**src/rtl/mii_adapt_pkg.sv**
```systemverilog
package mii_adapt_pkg;

  typedef enum logic [1:0] {
    MODE_NIB100 = 2'd0,
    MODE_BYPASS = 2'd1,
    MODE_NIB10  = 2'd2,
    MODE_SERIAL = 2'd3
  } adaptMode_e;

  // strobes from control to datapath
  typedef struct packed {
    adaptMode_e mode;
    logic       nibStb;   // MII nibble exchange cycle
    logic       lastBit;  // final bit cycle of a 10 Mb/s nibble
  } ctrlStrobe_t;

endpackage

```
**src/rtl/mii_adapt_ctrl.sv**
```systemverilog
module mii_adapt_ctrl
  import mii_adapt_pkg::*;
#(
  parameter int NIB_W = 4
) (
  input  logic        clk,
  input  logic        rstN,
  input  logic        cfgSpeed10,
  input  logic        cfgRepeater,
  input  logic        cfgBypass,
  output ctrlStrobe_t ctrl
);

  localparam int PH_W = (NIB_W > 1) ? $clog2(NIB_W) : 1;
  localparam logic [PH_W-1:0] PH_LAST = PH_W'(NIB_W - 1);

  adaptMode_e      modeD, modeQ;
  logic [PH_W-1:0] phaseQ;

  // repeater at 10 Mb/s forbids nibble transfer: serial wins
  always_comb begin
    if (cfgSpeed10 && cfgRepeater)  modeD = MODE_SERIAL;
    else if (cfgSpeed10)            modeD = MODE_NIB10;
    else if (cfgBypass)             modeD = MODE_BYPASS;
    else                            modeD = MODE_NIB100;
  end

  always_ff @(posedge clk) begin
    if (!rstN) modeQ <= modeD;
  end

  always_ff @(posedge clk) begin
    if (!rstN)                   phaseQ <= '0;
    else if (modeQ != MODE_NIB10) phaseQ <= '0;
    else if (phaseQ == PH_LAST)  phaseQ <= '0;
    else                         phaseQ <= phaseQ + 1'b1;
  end

  always_comb begin
    ctrl.mode    = modeQ;
    ctrl.nibStb  = (modeQ != MODE_NIB10) || (phaseQ == '0);
    ctrl.lastBit = (modeQ == MODE_NIB10) && (phaseQ == PH_LAST);
  end

endmodule

```
**src/rtl/mii_adapt_dp.sv**
```systemverilog
module mii_adapt_dp
  import mii_adapt_pkg::*;
#(
  parameter int NIB_W = 4
) (
  input  logic             clk,
  input  logic             rstN,
  input  ctrlStrobe_t      ctrl,
  input  logic [NIB_W-1:0] miiTxd,
  input  logic             miiTxEn,
  input  logic             miiTxEr,
  output logic [NIB_W:0]   phyTxSym,
  output logic             phyTxValid,
  output logic             phyTxErr,
  input  logic [NIB_W:0]   phyRxSym,
  input  logic             phyRxValid,
  input  logic             phyRxErr,
  output logic [NIB_W-1:0] miiRxd,
  output logic             miiRxDv,
  output logic             miiRxEr
);

  localparam int REST_W = NIB_W - 1;

  // transmit serializer state
  logic [REST_W-1:0] txShQ;
  logic              txEnHoldQ, txErHoldQ;
  // receive assembler state
  logic [REST_W-1:0] rxAccQ;
  logic              rxAccDvQ, rxAccErQ;

  // ---------------- transmit ----------------
  always_ff @(posedge clk) begin
    if (!rstN) begin
      phyTxSym   <= '0;
      phyTxValid <= 1'b0;
      phyTxErr   <= 1'b0;
      txShQ      <= '0;
      txEnHoldQ  <= 1'b0;
      txErHoldQ  <= 1'b0;
    end else begin
      case (ctrl.mode)
        MODE_NIB100: begin
          phyTxSym   <= {1'b0, miiTxd};
          phyTxValid <= miiTxEn;
          phyTxErr   <= miiTxEr;
        end
        MODE_BYPASS: begin
          phyTxSym   <= {miiTxEr, miiTxd};
          phyTxValid <= miiTxEn;
          phyTxErr   <= 1'b0;
        end
        MODE_SERIAL: begin
          phyTxSym   <= {{NIB_W{1'b0}}, miiTxd[0]};
          phyTxValid <= miiTxEn;
          phyTxErr   <= miiTxEr;
        end
        default: begin // MODE_NIB10
          if (ctrl.nibStb) begin
            phyTxSym   <= {{NIB_W{1'b0}}, miiTxd[0]};
            txShQ      <= miiTxd[NIB_W-1:1];
            txEnHoldQ  <= miiTxEn;
            txErHoldQ  <= miiTxEr;
            phyTxValid <= miiTxEn;
            phyTxErr   <= miiTxEr;
          end else begin
            phyTxSym   <= {{NIB_W{1'b0}}, txShQ[0]};
            txShQ      <= txShQ >> 1;
            phyTxValid <= txEnHoldQ;
            phyTxErr   <= txErHoldQ;
          end
        end
      endcase
    end
  end

  // ---------------- receive ----------------
  always_ff @(posedge clk) begin
    if (!rstN) begin
      miiRxd   <= '0;
      miiRxDv  <= 1'b0;
      miiRxEr  <= 1'b0;
      rxAccQ   <= '0;
      rxAccDvQ <= 1'b0;
      rxAccErQ <= 1'b0;
    end else begin
      case (ctrl.mode)
        MODE_NIB100: begin
          miiRxd  <= phyRxSym[NIB_W-1:0];
          miiRxDv <= phyRxValid;
          miiRxEr <= phyRxErr;
        end
        MODE_BYPASS: begin
          miiRxd  <= phyRxSym[NIB_W-1:0];
          miiRxDv <= phyRxValid;
          miiRxEr <= phyRxSym[NIB_W];
        end
        MODE_SERIAL: begin
          miiRxd  <= {{REST_W{1'b0}}, phyRxSym[0]};
          miiRxDv <= 1'b0;
          miiRxEr <= phyRxErr;
        end
        default: begin // MODE_NIB10: bits arrive LSB first
          if (ctrl.lastBit) begin
            miiRxd  <= {phyRxSym[0], rxAccQ};
            miiRxDv <= rxAccDvQ & phyRxValid;
            miiRxEr <= rxAccErQ | phyRxErr;
          end else begin
            if (REST_W > 1) rxAccQ <= {phyRxSym[0], rxAccQ[REST_W-1:1]};
            else            rxAccQ <= phyRxSym[0];
            rxAccDvQ <= ctrl.nibStb ? phyRxValid : (rxAccDvQ & phyRxValid);
            rxAccErQ <= ctrl.nibStb ? phyRxErr   : (rxAccErQ | phyRxErr);
          end
        end
      endcase
    end
  end

endmodule

```
**src/rtl/mii_mode_adapter.sv**
```systemverilog
module mii_mode_adapter
  import mii_adapt_pkg::*;
#(
  parameter int NIB_W = 4
) (
  input  logic             clk,
  input  logic             rstN,
  input  logic             cfgSpeed10,
  input  logic             cfgRepeater,
  input  logic             cfgBypass,
  input  logic [NIB_W-1:0] miiTxd,
  input  logic             miiTxEn,
  input  logic             miiTxEr,
  output logic             miiNibStb,
  output logic [NIB_W:0]   phyTxSym,
  output logic             phyTxValid,
  output logic             phyTxErr,
  input  logic [NIB_W:0]   phyRxSym,
  input  logic             phyRxValid,
  input  logic             phyRxErr,
  output logic [NIB_W-1:0] miiRxd,
  output logic             miiRxDv,
  output logic             miiRxEr
);

  ctrlStrobe_t ctrlS;

  mii_adapt_ctrl #(.NIB_W(NIB_W)) uCtrl (
    .clk         (clk),
    .rstN        (rstN),
    .cfgSpeed10  (cfgSpeed10),
    .cfgRepeater (cfgRepeater),
    .cfgBypass   (cfgBypass),
    .ctrl        (ctrlS)
  );

  mii_adapt_dp #(.NIB_W(NIB_W)) uDp (
    .clk        (clk),
    .rstN       (rstN),
    .ctrl       (ctrlS),
    .miiTxd     (miiTxd),
    .miiTxEn    (miiTxEn),
    .miiTxEr    (miiTxEr),
    .phyTxSym   (phyTxSym),
    .phyTxValid (phyTxValid),
    .phyTxErr   (phyTxErr),
    .phyRxSym   (phyRxSym),
    .phyRxValid (phyRxValid),
    .phyRxErr   (phyRxErr),
    .miiRxd     (miiRxd),
    .miiRxDv    (miiRxDv),
    .miiRxEr    (miiRxEr)
  );

  assign miiNibStb = ctrlS.nibStb;

endmodule

```
**config.mk**
```make
export PLATFORM = sky130hd
export DESIGN_NAME = mii_mode_adapter
export DESIGN_NICKNAME = d
export VERILOG_FILES = /design/src/rtl/mii_adapt_pkg.sv /design/src/rtl/mii_adapt_ctrl.sv /design/src/rtl/mii_adapt_dp.sv /design/src/rtl/mii_mode_adapter.sv
export SDC_FILE = /design/constraint.sdc
export NUM_CORES = 1
export LEC_CHECK = 0
export BUFFER_PORTS_ARGS = -buffer_cell sky130_fd_sc_hd__buf_2
export CAP_MARGIN = 5
export CORE_MARGIN = 5
export CORE_UTILIZATION = 35
export DETAILED_ROUTE_END_ITERATION = 6
export PLACE_DENSITY = 0.62
export SYNTH_ARGS = -nofsm -noshare
export SYNTH_HDL_FRONTEND = slang
export SYNTH_SLANG_ARGS = --single-unit
export TNS_END_PERCENT = 5
```
**constraint.sdc**
```tcl
create_clock -name clk -period 2.5 [get_ports clk]
set_input_delay 0.625 -clock clk [delete_from_list [all_inputs] [get_ports clk]]
set_output_delay 0.625 -clock clk [all_outputs]
set_load 0.02 [all_outputs]
```
==> flow_summary.html <==
<table>
<tr><th>Metric</th><th>Value</th></tr>
<tr><th colspan="2">Outcome</th></tr>
<tr><td>Status</td><td>finished, final reports clean</td></tr>
<tr><th colspan="2">Route</th></tr>
<tr><td>Wire length per cell</td><td>12.7 µm</td></tr>
<tr><td>Wirelength, routed</td><td>2630 µm</td></tr>
<tr><td>Remaining DRCs</td><td>0</td></tr>
<tr><td>Iteration count of the initial detailed-routing pass</td><td>4</td></tr>
<tr><td>Antenna Nets Post-Route</td><td>0</td></tr>
<tr><td>Via count</td><td>1009</td></tr>
<tr><td>Violation count after the first detailed-route iteration</td><td>42</td></tr>
<tr><td>Via/cell ratio</td><td>4.87</td></tr>
<tr><th colspan="2">Setup path</th></tr>
<tr><td>Critical path launch point type</td><td>register</td></tr>
<tr><td>Slowest library cell on the worst path</td><td>sky130_fd_sc_hd__edfxtp_1</td></tr>
<tr><td>Cell type group with the largest total delay on the critical path</td><td>flip-flops</td></tr>
<tr><td>Chain of cells forming the critical path</td><td>inv_1 -&gt; ha_1 -&gt; nand2b_1 -&gt; buf_2</td></tr>
<tr><td>Maximum fanout count along the critical path</td><td>5</td></tr>
<tr><td>Type of destination of the critical path</td><td>output pin</td></tr>
<tr><td>Worst path bufs/invs</td><td>2</td></tr>
<tr><td>Maximum cell stage delay along the critical path</td><td>500 ps</td></tr>
<tr><td>Critical Path AT</td><td>1520 ps</td></tr>
<tr><td>CP required</td><td>1880 ps</td></tr>
<tr><td>Critical path class</td><td>reg -&gt; out</td></tr>
<tr><th colspan="2">Layout</th></tr>
<tr><td>Layout overhead on the synthesized area</td><td>16.8%</td></tr>
<tr><td>Core utilization of the finished layout</td><td>0.433</td></tr>
<tr><td>Count of nets after finishing</td><td>189</td></tr>
<tr><td>Layout cells sized above 1</td><td>0.304</td></tr>
<tr><td>Antenna cells</td><td>0</td></tr>
<tr><td>Filler Cells Inserted</td><td>336</td></tr>
<tr><th colspan="2">Clock network</th></tr>
<tr><td>Number of setup buffers added after CTS</td><td>0</td></tr>
<tr><td>H-tree depth</td><td>1</td></tr>
<tr><td>Clock input transition at the sequential cells of the worst setup and hold paths</td><td>140 ps</td></tr>
<tr><td>Maximum count of clock buffers along a single path</td><td>2</td></tr>
<tr><td>Clock insertion delay at the later pin of the skew report</td><td>320 ps</td></tr>
<tr><td># hold bufs at CTS</td><td>0</td></tr>
<tr><td>Total number of clock tree sinks</td><td>27</td></tr>
<tr><td>Number of gates resized after cts</td><td>0</td></tr>
<tr><td>CTS Buf Count</td><td>3</td></tr>
<tr><td>CTS tree</td><td>yes</td></tr>
<tr><td>CTS Root Cell</td><td>sky130_fd_sc_hd__clkbuf_4</td></tr>
<tr><th colspan="2">STA</th></tr>
<tr><td>Final period util</td><td>0.860</td></tr>
<tr><td>Setup-failing EPs final</td><td>0</td></tr>
<tr><td>Relative slew margins</td><td>0.657</td></tr>
<tr><td>RSZ-0062 raised after global routing</td><td>no</td></tr>
<tr><td>Achievable frequency</td><td>465 MHz</td></tr>
<tr><td>Worst hold margin</td><td>467 ps</td></tr>
<tr><td>Slew Limit Fails</td><td>0</td></tr>
<tr><td>Setup Total Neg Slack</td><td>0 ps</td></tr>
<tr><td>Slew at the pin with the worst max-slew slack</td><td>514 ps</td></tr>
<tr><td>Hold Vio Cnt, Final</td><td>0</td></tr>
<tr><td>Post-route minimum period</td><td>2150 ps</td></tr>
<tr><td>Worst Skew</td><td>5.79 ps</td></tr>
<tr><th colspan="2">Yosys</th></tr>
<tr><td>Number of distinct library cells after synthesis</td><td>33</td></tr>
<tr><td>Asr flop ratio synth</td><td>0</td></tr>
<tr><td>Primary flip-flop cell chosen by synthesis mapping</td><td>sky130_fd_sc_hd__dfxtp_1</td></tr>
<tr><td>Portion of the post-synthesis area used by sequential elements</td><td>0.442</td></tr>
<tr><td>Post-synthesis area per instance</td><td>9.60 µm²</td></tr>
<tr><td>Synthesized Nets</td><td>159</td></tr>
<tr><td>Top area cells in the synthesized netlist</td><td>sky130_fd_sc_hd__dfxtp_1 (39%), sky130_fd_sc_hd__ha_1 (8.9%), sky130_fd_sc_hd__nor2_1 (5.0%), sky130_fd_sc_hd__mux2i_1 (4.7%), sky130_fd_sc_hd__edfxtp_1 (4.7%)</td></tr>
<tr><td>EDFF count, synth</td><td>2</td></tr>
<tr><td>Post-Syn Area</td><td>0.00127 mm²</td></tr>
<tr><td>Number of synthesis warnings</td><td>0</td></tr>
<tr><td>Post-synthesis cell type with the largest combined area</td><td>sky130_fd_sc_hd__dfxtp_1</td></tr>
<tr><td>Synthesized instance count</td><td>132</td></tr>
<tr><td>#FFs+latches synth</td><td>27</td></tr>
<tr><td>Post-synth top area share</td><td>0.395</td></tr>
<tr><th colspan="2">Power</th></tr>
<tr><td>Worst VDD drop</td><td>0.244 mV</td></tr>
<tr><td>Leakage power</td><td>0.690 nW</td></tr>
<tr><td>Pwr/cell area</td><td>581 mW/mm²</td></tr>
<tr><th colspan="2">Global route</th></tr>
<tr><td>Met1 Usage GRT</td><td>0.139</td></tr>
<tr><td>Met2 Use GR</td><td>0.183</td></tr>
<tr><td>Maximum number of pins on one net before global-route repair</td><td>17</td></tr>
<tr><td>Global-route wire length before repair</td><td>4440 µm</td></tr>
<tr><td>Global routing usage summed across all routing layers</td><td>0.109</td></tr>
<tr><td>Global-route congestion overflow total</td><td>0</td></tr>
<tr><td>GR met3 Demand/Resource</td><td>0.0258</td></tr>
<tr><td>Number of global-route vias before repair</td><td>983</td></tr>
<tr><td>Antenna violations before repair</td><td>0</td></tr>
<tr><td>Routing layer with the top usage in global route</td><td>met2</td></tr>
<tr><th colspan="2">Placement</th></tr>
<tr><td>I/O Buffers</td><td>31</td></tr>
<tr><td>Final HPWL from detailed placement</td><td>2080 µm</td></tr>
<tr><td>Routability-driven placement congestion ratio</td><td>0.733</td></tr>
<tr><th colspan="2">Die</th></tr>
<tr><td>Overall die height</td><td>70.2 µm</td></tr>
<tr><td>Die ar.</td><td>0.00492 mm²</td></tr>
<tr><td>Number of primary I/O pins</td><td>32</td></tr>
<tr><td>Site Rows</td><td>21</td></tr>
<tr><td>Starting density of the core</td><td>0.371</td></tr>
<tr><td>Area of the core</td><td>0.00342 mm²</td></tr>
<tr><td>Horizontal die dimension</td><td>70.2 µm</td></tr>
<tr><th colspan="2">Flow run</th></tr>
<tr><td>Max cap viols</td><td>0</td></tr>
<tr><th colspan="2">Min path</th></tr>
<tr><td>Hold Path Class</td><td>reg -&gt; reg</td></tr>
</table>
==> kinds of logic (layout without fill, tap and decap cells) <==
group,after synthesis,after routing,share of synthesized area
buffers and inverters,17,46,0.0632
AND/OR/NAND/NOR,45,45,0.178
adder cells (fa/ha/maj),9,9,0.0888
flip-flops,27,27,0.442
AO/OA/AOI/OAI,24,24,0.145
multiplexers,10,10,0.0829
==> per-stage QoR <==
step           power [W]  area, µm²  std cells  worst slack [ps]
2_1_floorplan   0.000631       1270        132               703
5_1_grt         0.000906       1480        207               245
6_report        0.000860       1480        207               350
3_3_place_gp    0.000676       1450        203               589
3_5_place_dp    0.000683       1450        203               517
4_1_cts         0.000871       1480        207               321
==> worst min-delay path: cells and delay by family (launching register included) <==
| family | cells | cell delay, ps |
|---|---|---|
| simple gates | 1 | 50 |
| compound gates | 1 | 50 |
| flops | 1 | 340 |
==> state kept, by name, indices dropped and copies added (netlist names) <==
signal and count:
uDp.phyTxValid 1, uDp.txErHoldQ 1, uDp.phyTxSym 5, uDp.miiRxDv 1, uDp.miiRxd 4, uDp.rxAccQ 3, uCtrl.phaseQ 2, uDp.rxAccErQ 1
uCtrl.modeQ 2, uDp.rxAccDvQ 1, uDp.txEnHoldQ 1, uDp.miiRxEr 1, uDp.phyTxErr 1, uDp.txShQ 3
==> cell usage in the layout (no fill, tap or decap), drive strengths merged <==
cell | synthesis | routed
nand2b | 2 | 2
ha | 9 | 9
and2 | 1 | 1
nor3 | 1 | 1
a221oi | 1 | 1
nand3b | 3 | 3
clkinv | 0 | 1
o211a | 1 | 1
a21oi | 9 | 9
nand2 | 9 | 9
o21ai | 2 | 2
buf | 3 | 34
clkbuf | 6 | 3
or3 | 1 | 1
o31ai | 2 | 2
nor2 | 17 | 17
dfxtp | 25 | 25
nand4 | 1 | 1
or2 | 1 | 1
nand3 | 3 | 3
a211o | 1 | 1
mux2 | 4 | 4
a22oi | 1 | 1
mux2i | 6 | 6
inv | 8 | 8
and3 | 4 | 4
a211oi | 3 | 3
a21boi | 1 | 1
nor4b | 1 | 1
a311oi | 3 | 3
edfxtp | 2 | 2
and4b | 1 | 1
==> cells in the mapped netlist (2+ instances only) <==
master	instances
sky130_fd_sc_hd__and3_2	3
sky130_fd_sc_hd__a311oi_2	3
sky130_fd_sc_hd__inv_1	8
sky130_fd_sc_hd__nand3_1	3
sky130_fd_sc_hd__mux2_2	4
sky130_fd_sc_hd__nand2b_1	2
sky130_fd_sc_hd__o21ai_0	2
sky130_fd_sc_hd__edfxtp_1	2
sky130_fd_sc_hd__nand2_1	9
sky130_fd_sc_hd__a211oi_1	3
sky130_fd_sc_hd__nand3b_1	3
sky130_fd_sc_hd__o31ai_1	2
sky130_fd_sc_hd__buf_6	2
sky130_fd_sc_hd__mux2i_1	6
sky130_fd_sc_hd__nor2_1	17
sky130_fd_sc_hd__dfxtp_1	25
sky130_fd_sc_hd__a21oi_1	9
sky130_fd_sc_hd__ha_1	9
sky130_fd_sc_hd__clkbuf_1	6
==> routing by layer <==
metal | wire length [µm] | vias up
li1 | - | 514
met5 | 0 | -
met1 | 1200 | 469
met2 | 1270 | 21
met3 | 119 | 5
met4 | 35 | 0
==> final timing paths <==
kind                    to            from  slack (ps)  cells past startpoint
max reg2reg  uDp.miiRxd[1]  uCtrl.modeQ[0]         470                      6
max              miiNibStb  uCtrl.modeQ[0]         350                      4
min            uDp.miiRxEr     uDp.miiRxEr         470                      2
min reg2reg    uDp.miiRxEr     uDp.miiRxEr         470                      2
==> report_power, final <==
part           internal (W)  leakage, nW  total [W]  switching (W)
Sequential         0.000468        0.225   0.000484      0.0000167
Combinational     0.0000771        0.448   0.000187       0.000110
Clock             0.0000600       0.0177   0.000188       0.000128
==> layout make-up <==
| cell class | count | area (µm²) | share of cell area |
|---|---|---|---|
| multi-input cells | 88 | 627 | 0.423 |
| flip-flops and latches | 27 | 561 | 0.379 |
| repair buffers | 34 | 178 | 0.120 |
| well taps | 46 | 57.6 | 0.0389 |
| inverters | 8 | 30.0 | 0.0203 |
| clock buffers | 3 | 22.5 | 0.0152 |
| clock inverters | 1 | 5.00 | 0.00338 |
Power figures use the tool's default switching activity.
